### config.mk
export PLATFORM = sky130hd
export DESIGN_NAME = pmic_pwr_ctrl
export DESIGN_NICKNAME = d
export VERILOG_FILES = /design/src/rtl/pmic_pkg.sv /design/src/rtl/pmic_sync.sv /design/src/rtl/pmic_seq.sv /design/src/rtl/pmic_fsm.sv /design/src/rtl/pmic_rail_drv.sv /design/src/rtl/pmic_pwr_ctrl.sv
export SDC_FILE = /design/constraint.sdc
export NUM_CORES = 1
export LEC_CHECK = 0
export BUFFER_PORTS_ARGS = -buffer_cell sky130_fd_sc_hd__clkbuf_2
export CORE_MARGIN = 2
export CORE_UTILIZATION = 45
export CTS_CLUSTER_DIAMETER = 120
export DETAILED_ROUTE_END_ITERATION = 6
export HOLD_SLACK_MARGIN = 0.1
export PLACE_DENSITY = 0.7
export SLEW_MARGIN = 20
export SYNTH_ARGS = -nofsm -noshare
export SYNTH_HDL_FRONTEND = slang
export SYNTH_HIERARCHICAL = 1
export SYNTH_SLANG_ARGS = --single-unit
### constraint.sdc
create_clock -name clk -period 2.77 [get_ports clk]
set_clock_uncertainty 0.1 [all_clocks]
set_input_delay 0.1385 -clock clk [delete_from_list [all_inputs] [get_ports clk]]
set_output_delay 0.1385 -clock clk [all_outputs]
set_load 0.005 [all_outputs]
### src/rtl/pmic_pkg.sv
package pmic_pkg;

    localparam int NUM_BUCK = 4;
    localparam int NUM_LDO  = 2;
    localparam int NUM_RAIL = NUM_BUCK + NUM_LDO;
    localparam int CNT_W    = $clog2(NUM_RAIL + 1);

    typedef enum logic [2:0] {
        PS_OFF    = 3'd0,
        PS_SEQ    = 3'd1,
        PS_ACTIVE = 3'd2,
        PS_LOWPWR = 3'd3,
        PS_HIPERF = 3'd4,
        PS_HIBER  = 3'd5
    } pstate_e;

    typedef struct packed {
        logic hold;
        logic lowpwr;
        logic perf;
    } ctrl_t;

    typedef struct packed {
        logic    valid;
        pstate_e target;
    } decode_t;

    typedef struct packed {
        logic [NUM_RAIL-1:0] rails;
        logic [NUM_BUCK-1:0] fpwm;
        logic                rst_low;
    } drive_t;

    // Map a control code (performance already masked) to a target state.
    function automatic decode_t decode_ctrl(ctrl_t c);
        decode_t r;
        r.valid  = 1'b1;
        r.target = PS_OFF;
        unique case ({c.hold, c.lowpwr, c.perf})
            3'b000:  r.target = PS_OFF;
            3'b010:  r.target = PS_HIBER;
            3'b110:  r.target = PS_LOWPWR;
            3'b100:  r.target = PS_ACTIVE;
            3'b101:  r.target = PS_HIPERF;
            default: r.valid  = 1'b0;
        endcase
        return r;
    endfunction

    // Lowest n rails on.
    function automatic logic [NUM_RAIL-1:0] first_rails(logic [CNT_W-1:0] n);
        logic [NUM_RAIL-1:0] m;
        for (int i = 0; i < NUM_RAIL; i++) begin
            m[i] = (i < int'(n));
        end
        return m;
    endfunction

    function automatic drive_t drive_for(pstate_e s, logic [CNT_W-1:0] n);
        drive_t d;
        d.rails   = '0;
        d.fpwm    = '0;
        d.rst_low = 1'b1;
        unique case (s)
            PS_SEQ: begin
                d.rails = first_rails(n);
                d.fpwm  = '1;
            end
            PS_ACTIVE, PS_HIPERF: begin
                d.rails   = '1;
                d.fpwm    = '1;
                d.rst_low = 1'b0;
            end
            PS_LOWPWR: begin
                d.rails   = '1;
                d.rst_low = 1'b0;
            end
            PS_HIBER: begin
                d.rails[1] = 1'b1;
            end
            default: ;
        endcase
        return d;
    endfunction

endpackage

### src/rtl/pmic_sync.sv
module pmic_sync #(
    parameter int W = 4
) (
    input  logic         clk,
    input  logic         rst,
    input  logic [W-1:0] d,
    output logic [W-1:0] q
);
    logic [W-1:0] meta_q;
    logic [W-1:0] stab_q;

    for (genvar i = 0; i < W; i++) begin : g_bit
        always_ff @(posedge clk) begin
            if (rst) begin
                meta_q[i] <= 1'b0;
                stab_q[i] <= 1'b0;
            end else begin
                meta_q[i] <= d[i];
                stab_q[i] <= meta_q[i];
            end
        end
    end

    assign q = stab_q;
endmodule

### src/rtl/pmic_seq.sv
module pmic_seq
    import pmic_pkg::*;
#(
    parameter int STEP_W = 8
) (
    input  logic              clk,
    input  logic              rst,
    input  logic              start,
    input  logic              run,
    input  logic              clr,
    input  logic [STEP_W-1:0] step,
    output logic [CNT_W-1:0]  rail_cnt,
    output logic              done
);
    localparam logic [CNT_W-1:0] LAST = CNT_W'(NUM_RAIL);

    logic [STEP_W-1:0] tmr_q;
    logic [CNT_W-1:0]  cnt_q;
    logic              done_q;
    logic              tick_end;

    assign tick_end = (step == '0) || (tmr_q >= step - 1'b1);

    always_ff @(posedge clk) begin
        if (rst) begin
            tmr_q  <= '0;
            cnt_q  <= '0;
            done_q <= 1'b0;
        end else if (start) begin
            tmr_q  <= '0;
            cnt_q  <= CNT_W'(1);
            done_q <= 1'b0;
        end else if (clr) begin
            tmr_q  <= '0;
            cnt_q  <= '0;
            done_q <= 1'b0;
        end else if (run && cnt_q != LAST) begin
            if (tick_end) begin
                tmr_q <= '0;
                cnt_q <= cnt_q + 1'b1;
                if (cnt_q == LAST - 1'b1) begin
                    done_q <= 1'b1;
                end
            end else begin
                tmr_q <= tmr_q + 1'b1;
            end
        end
    end

    assign rail_cnt = cnt_q;
    assign done     = done_q;


    done_last_chk: assert property (@(posedge clk) disable iff (rst)
        $rose(done_q) |-> (cnt_q == LAST));
endmodule

### src/rtl/pmic_fsm.sv
module pmic_fsm
    import pmic_pkg::*;
#(
    parameter int WAKE_LEN = 4
) (
    input  logic    clk,
    input  logic    rst,
    input  logic    en_s,
    input  logic    vin_ok,
    input  ctrl_t   ctrl_s,
    input  logic    reg_wr,
    input  logic    reg_wdata,
    input  logic    seq_done,
    output pstate_e state,
    output logic    seq_start,
    output logic    wake,
    output logic    err
);
    localparam int WAKE_W = $clog2(WAKE_LEN + 1);

    pstate_e           state_q, state_d;
    logic              start_prev_q;
    logic              en_prev_q;
    logic              unmask_q;
    logic              err_q;
    logic [WAKE_W-1:0] wake_q;
    logic              start_edge;
    logic              err_set;
    logic              wake_start;
    ctrl_t             eff;
    decode_t           dec;

    assign start_edge = en_s && vin_ok && !start_prev_q;

    always_comb begin
        eff      = ctrl_s;
        eff.perf = ctrl_s.perf && unmask_q;
        dec      = decode_ctrl(eff);
    end

    always_comb begin
        state_d    = state_q;
        err_set    = 1'b0;
        wake_start = 1'b0;
        if (!en_s || !vin_ok) begin
            state_d = PS_OFF;
        end else begin
            unique case (state_q)
                PS_OFF: begin
                    if (start_edge) begin
                        state_d    = PS_SEQ;
                        wake_start = !ctrl_s.hold;
                    end
                end
                PS_SEQ: begin
                    if (seq_done) begin
                        state_d = ctrl_s.hold ? PS_ACTIVE : PS_OFF;
                    end
                end
                PS_HIBER: begin
                    if (ctrl_s.hold) begin
                        state_d = PS_SEQ;
                    end else if (dec.valid) begin
                        state_d = dec.target;
                    end else begin
                        err_set = 1'b1;
                    end
                end
                default: begin
                    if (dec.valid) begin
                        state_d = dec.target;
                    end else begin
                        err_set = 1'b1;
                    end
                end
            endcase
        end
    end

    always_ff @(posedge clk) begin
        if (rst) begin
            state_q      <= PS_OFF;
            start_prev_q <= 1'b0;
            en_prev_q    <= 1'b0;
            unmask_q     <= 1'b0;
            err_q        <= 1'b0;
            wake_q       <= '0;
        end else begin
            state_q      <= state_d;
            start_prev_q <= en_s && vin_ok;
            en_prev_q    <= en_s;
            if (err_set) begin
                err_q <= 1'b1;
            end
            if (state_q == PS_OFF && en_prev_q && !en_s) begin
                unmask_q <= 1'b0;
            end else if (reg_wr && reg_wdata && seq_done) begin
                unmask_q <= 1'b1;
            end
            if (wake_start) begin
                wake_q <= WAKE_W'(WAKE_LEN);
            end else if (wake_q != '0) begin
                wake_q <= wake_q - 1'b1;
            end
        end
    end

    assign state     = state_q;
    assign seq_start = (state_q != PS_SEQ) && (state_d == PS_SEQ);
    assign wake      = (wake_q != '0);
    assign err       = err_q;


    off_not_lowpwr_chk: assert property (@(posedge clk) disable iff (rst)
        (state_q == PS_OFF) |=> (state_q != PS_LOWPWR));

    unmask_gate_chk: assert property (@(posedge clk) disable iff (rst)
        $rose(unmask_q) |-> $past(seq_done));

    illegal_hold_chk: assert property (@(posedge clk) disable iff (rst)
        $rose(err_q) |-> (state_q == $past(state_q)));

    wake_in_seq_chk: assert property (@(posedge clk) disable iff (rst)
        $rose(wake) |-> (state_q == PS_SEQ));

    leave_off_chk: assert property (@(posedge clk) disable iff (rst)
        (state_q == PS_OFF && !(en_s && vin_ok)) |=> (state_q == PS_OFF));
endmodule

### src/rtl/pmic_rail_drv.sv
module pmic_rail_drv
    import pmic_pkg::*;
(
    input  pstate_e             state,
    input  logic [CNT_W-1:0]    rail_cnt,
    output logic [NUM_RAIL-1:0] rails,
    output logic [NUM_BUCK-1:0] fpwm,
    output logic                rst_low
);
    drive_t drv;

    always_comb begin
        drv     = drive_for(state, rail_cnt);
        rails   = drv.rails;
        fpwm    = drv.fpwm;
        rst_low = drv.rst_low;
    end
endmodule

### src/rtl/pmic_pwr_ctrl.sv
module pmic_pwr_ctrl
    import pmic_pkg::*;
#(
    parameter int STEP_W   = 8,
    parameter int WAKE_LEN = 4
) (
    input  logic              clk,
    input  logic              rst,
    input  logic              en_pin,
    input  logic              vin_ok,
    input  logic              hold_pin,
    input  logic              lowpwr_pin,
    input  logic              perf_pin,
    input  logic              reg_wr,
    input  logic              reg_wdata,
    input  logic [STEP_W-1:0] seq_step,
    output logic [5:0]        rail_en,
    output logic [3:0]        buck_fpwm,
    output logic              rst_drive_low,
    output logic              wake_pulse,
    output logic              seq_done,
    output logic              illegal_err,
    output logic [2:0]        pwr_state
);
    logic [3:0]       pins_s;
    ctrl_t            ctrl_s;
    logic             en_s;
    pstate_e          state;
    logic             seq_start;
    logic             done;
    logic [CNT_W-1:0] rail_cnt;

    pmic_sync #(.W(4)) sync_i (
        .clk (clk),
        .rst (rst),
        .d   ({en_pin, hold_pin, lowpwr_pin, perf_pin}),
        .q   (pins_s)
    );

    assign en_s   = pins_s[3];
    assign ctrl_s = ctrl_t'(pins_s[2:0]);

    pmic_fsm #(.WAKE_LEN(WAKE_LEN)) fsm_i (
        .clk       (clk),
        .rst       (rst),
        .en_s      (en_s),
        .vin_ok    (vin_ok),
        .ctrl_s    (ctrl_s),
        .reg_wr    (reg_wr),
        .reg_wdata (reg_wdata),
        .seq_done  (done),
        .state     (state),
        .seq_start (seq_start),
        .wake      (wake_pulse),
        .err       (illegal_err)
    );

    pmic_seq #(.STEP_W(STEP_W)) seq_i (
        .clk      (clk),
        .rst      (rst),
        .start    (seq_start),
        .run      (state == PS_SEQ),
        .clr      (state == PS_OFF),
        .step     (seq_step),
        .rail_cnt (rail_cnt),
        .done     (done)
    );

    pmic_rail_drv drv_i (
        .state    (state),
        .rail_cnt (rail_cnt),
        .rails    (rail_en),
        .fpwm     (buck_fpwm),
        .rst_low  (rst_drive_low)
    );

    assign seq_done  = done;
    assign pwr_state = state;


    seq_order_chk: assert property (@(posedge clk) disable iff (rst)
        (state == PS_SEQ && $past(state == PS_SEQ))
            |-> ((rail_en & $past(rail_en)) == $past(rail_en)));

    done_all_on_chk: assert property (@(posedge clk) disable iff (rst)
        $rose(seq_done) |-> (rail_en == 6'b111111));

    hiber_rails_chk: assert property (@(posedge clk) disable iff (rst)
        (state == PS_HIBER) |-> (rail_en == 6'b000010 && rst_drive_low));

    supply_loss_chk: assert property (@(posedge clk) disable iff (rst)
        !vin_ok |=> (state == PS_OFF));
endmodule

==> results.txt <==
status = complete, no violations
IO Pins = 34
Final min period = 2.57 ns
max-slew violation count = 0
commonest non-fill, non-tap cell in the layout = clkbuf_2
sequential share of the synthesized area = 0.316
floorplan core area = 4030 um^2
row cnt = 23
total die area = 4750 um^2
WL/cell = 12.0 um
hold crit path type = in -> reg
initial antenna violation count = 0
R2R Setup Slk = 0.20 ns
Seq pwr share = 0.402
Clock Power Share = 0.483
CTS tree = done
Worst Path Arrival = 2.69 ns
drt drc = 0
worst slew pin tran = 0.486 ns
VDD IR max = 0.245 mV
Synth Area in Compound Gates = 0.160
Clk pin slew, worst setup/hold paths = 0.06 ns
Detailed Routing Iterations Pass 1 = 4
design internal power = 0.896 mW
RR Endpoint = seq_i/rail_cnt[2]
WP data required = 2.89 ns
Final Hold Vio Count = 0
Synth Cell Area = 1900 um^2
top cell type's share of synthesized area = 0.316
vias = 1676
Fillers = 363
Synth Area in XOR/XNOR = 0.0600
IO Port Bufs = 33
Adder-Cell Fraction of Synth Area = 0.112
count of final setup violators = 0
setup TNS = 0 ns
CTS H-tree lvls = 2
DP Area = 2110 um^2
number of synthesis warnings = 6
synth top area cells = dfxtp_1 32%, ha_1 11%, nor2b_1 4.0%
register bit total from synthesis = 30
most frequent cells in the layout = 33 x clkbuf_2, 30 x dfxtp_1, 18 x nor2_1
CTS Root Cell = clkbuf_8
Detail Route Antenna Nets = 0
RSZ-0062 raised after global routing = no
Leak = 0.965 nW
first-pass GRT wire length = 6.43 mm
grt ovf = 0
largest family of logic cells by synthesized area = simple AND/OR/NAND/NOR gates
DP Worst Slack = 0.206 ns
R2R cell count = 7
Area Overhead vs Synth = 22.5%
Syn Area/Cell = 8.75 um^2
distinct cell type count after synthesis = 54
Synth Flop Type = dfxtp_1
part of the power in combinational logic = 0.115
DP HPWL = 2.69 mm
Synth Area in Simple Gates = 0.284
Crit Path Max Fanout = 15
Max Freq = 388 MHz
syn nets = 251
mux cell area share after synthesis = 0.0132
Max-slew headroom = 0.676
# nets final = 296
Period Utilization, post-route = 0.929
placed insts = 298
Tot Pwr = 1.14 mW
P_sw = 0.241 mW
Final Worst Setup Slack = 0.196 ns
routed vias/inst = 5.35
Layout Cells excl Fill = 313
worst setup path category = reg -> reg
clk sink count = 30
Util after Layout = 0.577
CTS buffer count = 5
Worst setup SP type = flip-flop
Die Width = 68.9 um
switch share = 0.212
Initial Utilization = 0.471
PD cells = 489 nW/um^2
Finished Cell Area = 2330 um^2
worst r2r src = fsm_i/state[2]
cell taking the most area after synthesis = dfxtp_1
ratio of cells with drive above 1 in the final layout = 0.224
max-capacitance violation count = 0
antenna fix cells = 0
Post-synth EDFFs = 0
WL final = 3.75 mm
vias in the first global route = 1580
Clock Latency Late Sink = 0.28 ns
Cells after Synth = 217
asr flop ratio synth = 0
Critical Path Start = fsm_i/state[2]
Clock Tree Buf Depth = 2
GRT Overall Usage = 0.181
WHS = 0.195 ns
Die H = 68.9 um
largest net degree at the start of global routing = 21
kind of end point of the critical path = flip-flop
routability cong. = 0.810
DRT iter0 DRCs = 49
CP endpoint = seq_i/rail_cnt[2]
==> critical path, cell delays in order, from the launching register on <==
cell,delay (ns)
dfxtp_1,0.62
nor2_1,0.14
a311oi_1,0.28
o21ai_0,0.17
and4_1,0.21
or3_1,0.53
a2111o_1,0.39
o21ai_0,0.06
==> metal layers <==
layer | track usage | vias up | wire length [um]
met1 | 0.206 | 774 | 1760
met4 | 0.100 | 0 | 80
li1 | - | 857 | -
met3 | 0.0308 | 8 | 137
met5 | 0 | - | 0
met2 | 0.319 | 37 | 1770
==> power by group through the flow <==
| stage | Sequential [mW] | Combinational [mW] | Clock, mW |
|---|---|---|---|
| 5_1_grt | 0.458 | 0.154 | 0.584 |
| 2_1_floorplan | 0.463 | 0.0879 | 0 |
| 3_5_place_dp | 0.466 | 0.125 | 0 |
| 6_report | 0.457 | 0.131 | 0.549 |
| 4_1_cts | 0.456 | 0.132 | 0.559 |
| 3_3_place_gp | 0.465 | 0.123 | 0 |
==> state kept, by name, summed over array words and instances (netlist names) <==
register	cells
seq_i/tmr_q	8
fsm_i/state	3
fsm_i/wake_q	3
seq_i/rail_cnt	3
fsm_i/unmask_q	1
fsm_i/start_prev_q	1
fsm_i/err	1
sync_i/q	4
seq_i/done	1
sync_i/meta_q	4
fsm_i/en_prev_q	1
==> cells in the mapped netlist (all sizes together), types with 6 or more instances <==
library cell / count
a21oi: 13
ha: 17
o21ai: 6
nor2: 18
xnor2: 6
xor2: 7
nor2b: 12
inv: 16
nand2: 15
nor3: 15
nand3: 7
dfxtp: 30
==> area by class of cell <==
cell class              instances  area (um^2)  share of cell area
repair buffers                 44          265               0.114
flip-flops and latches         30          601               0.258
well taps                      50         62.6              0.0269
inverters                      16         60.1              0.0258
multi-input cells             165         1190               0.514
clock inverters                 2         60.1              0.0258
clock buffers                   6         82.6              0.0355
==> cell families (layout without fill, tap and decap cells) <==
family | after synthesis | after routing
simple gates | 95 | 95
compound gates | 38 | 38
flops | 30 | 30
buf+inv | 22 | 68
fa+ha+maj | 17 | 17
xor+xnor | 13 | 13
mux | 2 | 2
==> timing repair <==
item | 4_1_cts | 5_1_grt
setup buffers | 0 | 0
resized for setup | 0 | 0
endpoints found under the hold margin | 6 | 0
hold buffers | 7 | 0
==> worst min path at each step <==
stage	startpoint	end	depth (start not counted)	slack, ns
2_1_floorplan	rst	fsm_i/wake_q[2]	1	0.11
4_1_cts	rst	sync_i/meta_q[3]	2	0.19
5_1_grt	rst	sync_i/q[2]	2	0.24
3_5_place_dp	en_pin	sync_i/meta_q[3]	2	0.25
3_3_place_gp	en_pin	sync_i/meta_q[3]	2	0.25
6_report	rst	fsm_i/state[2]	2	0.20
No activity file was read; power rests on OpenSTA's default activity.
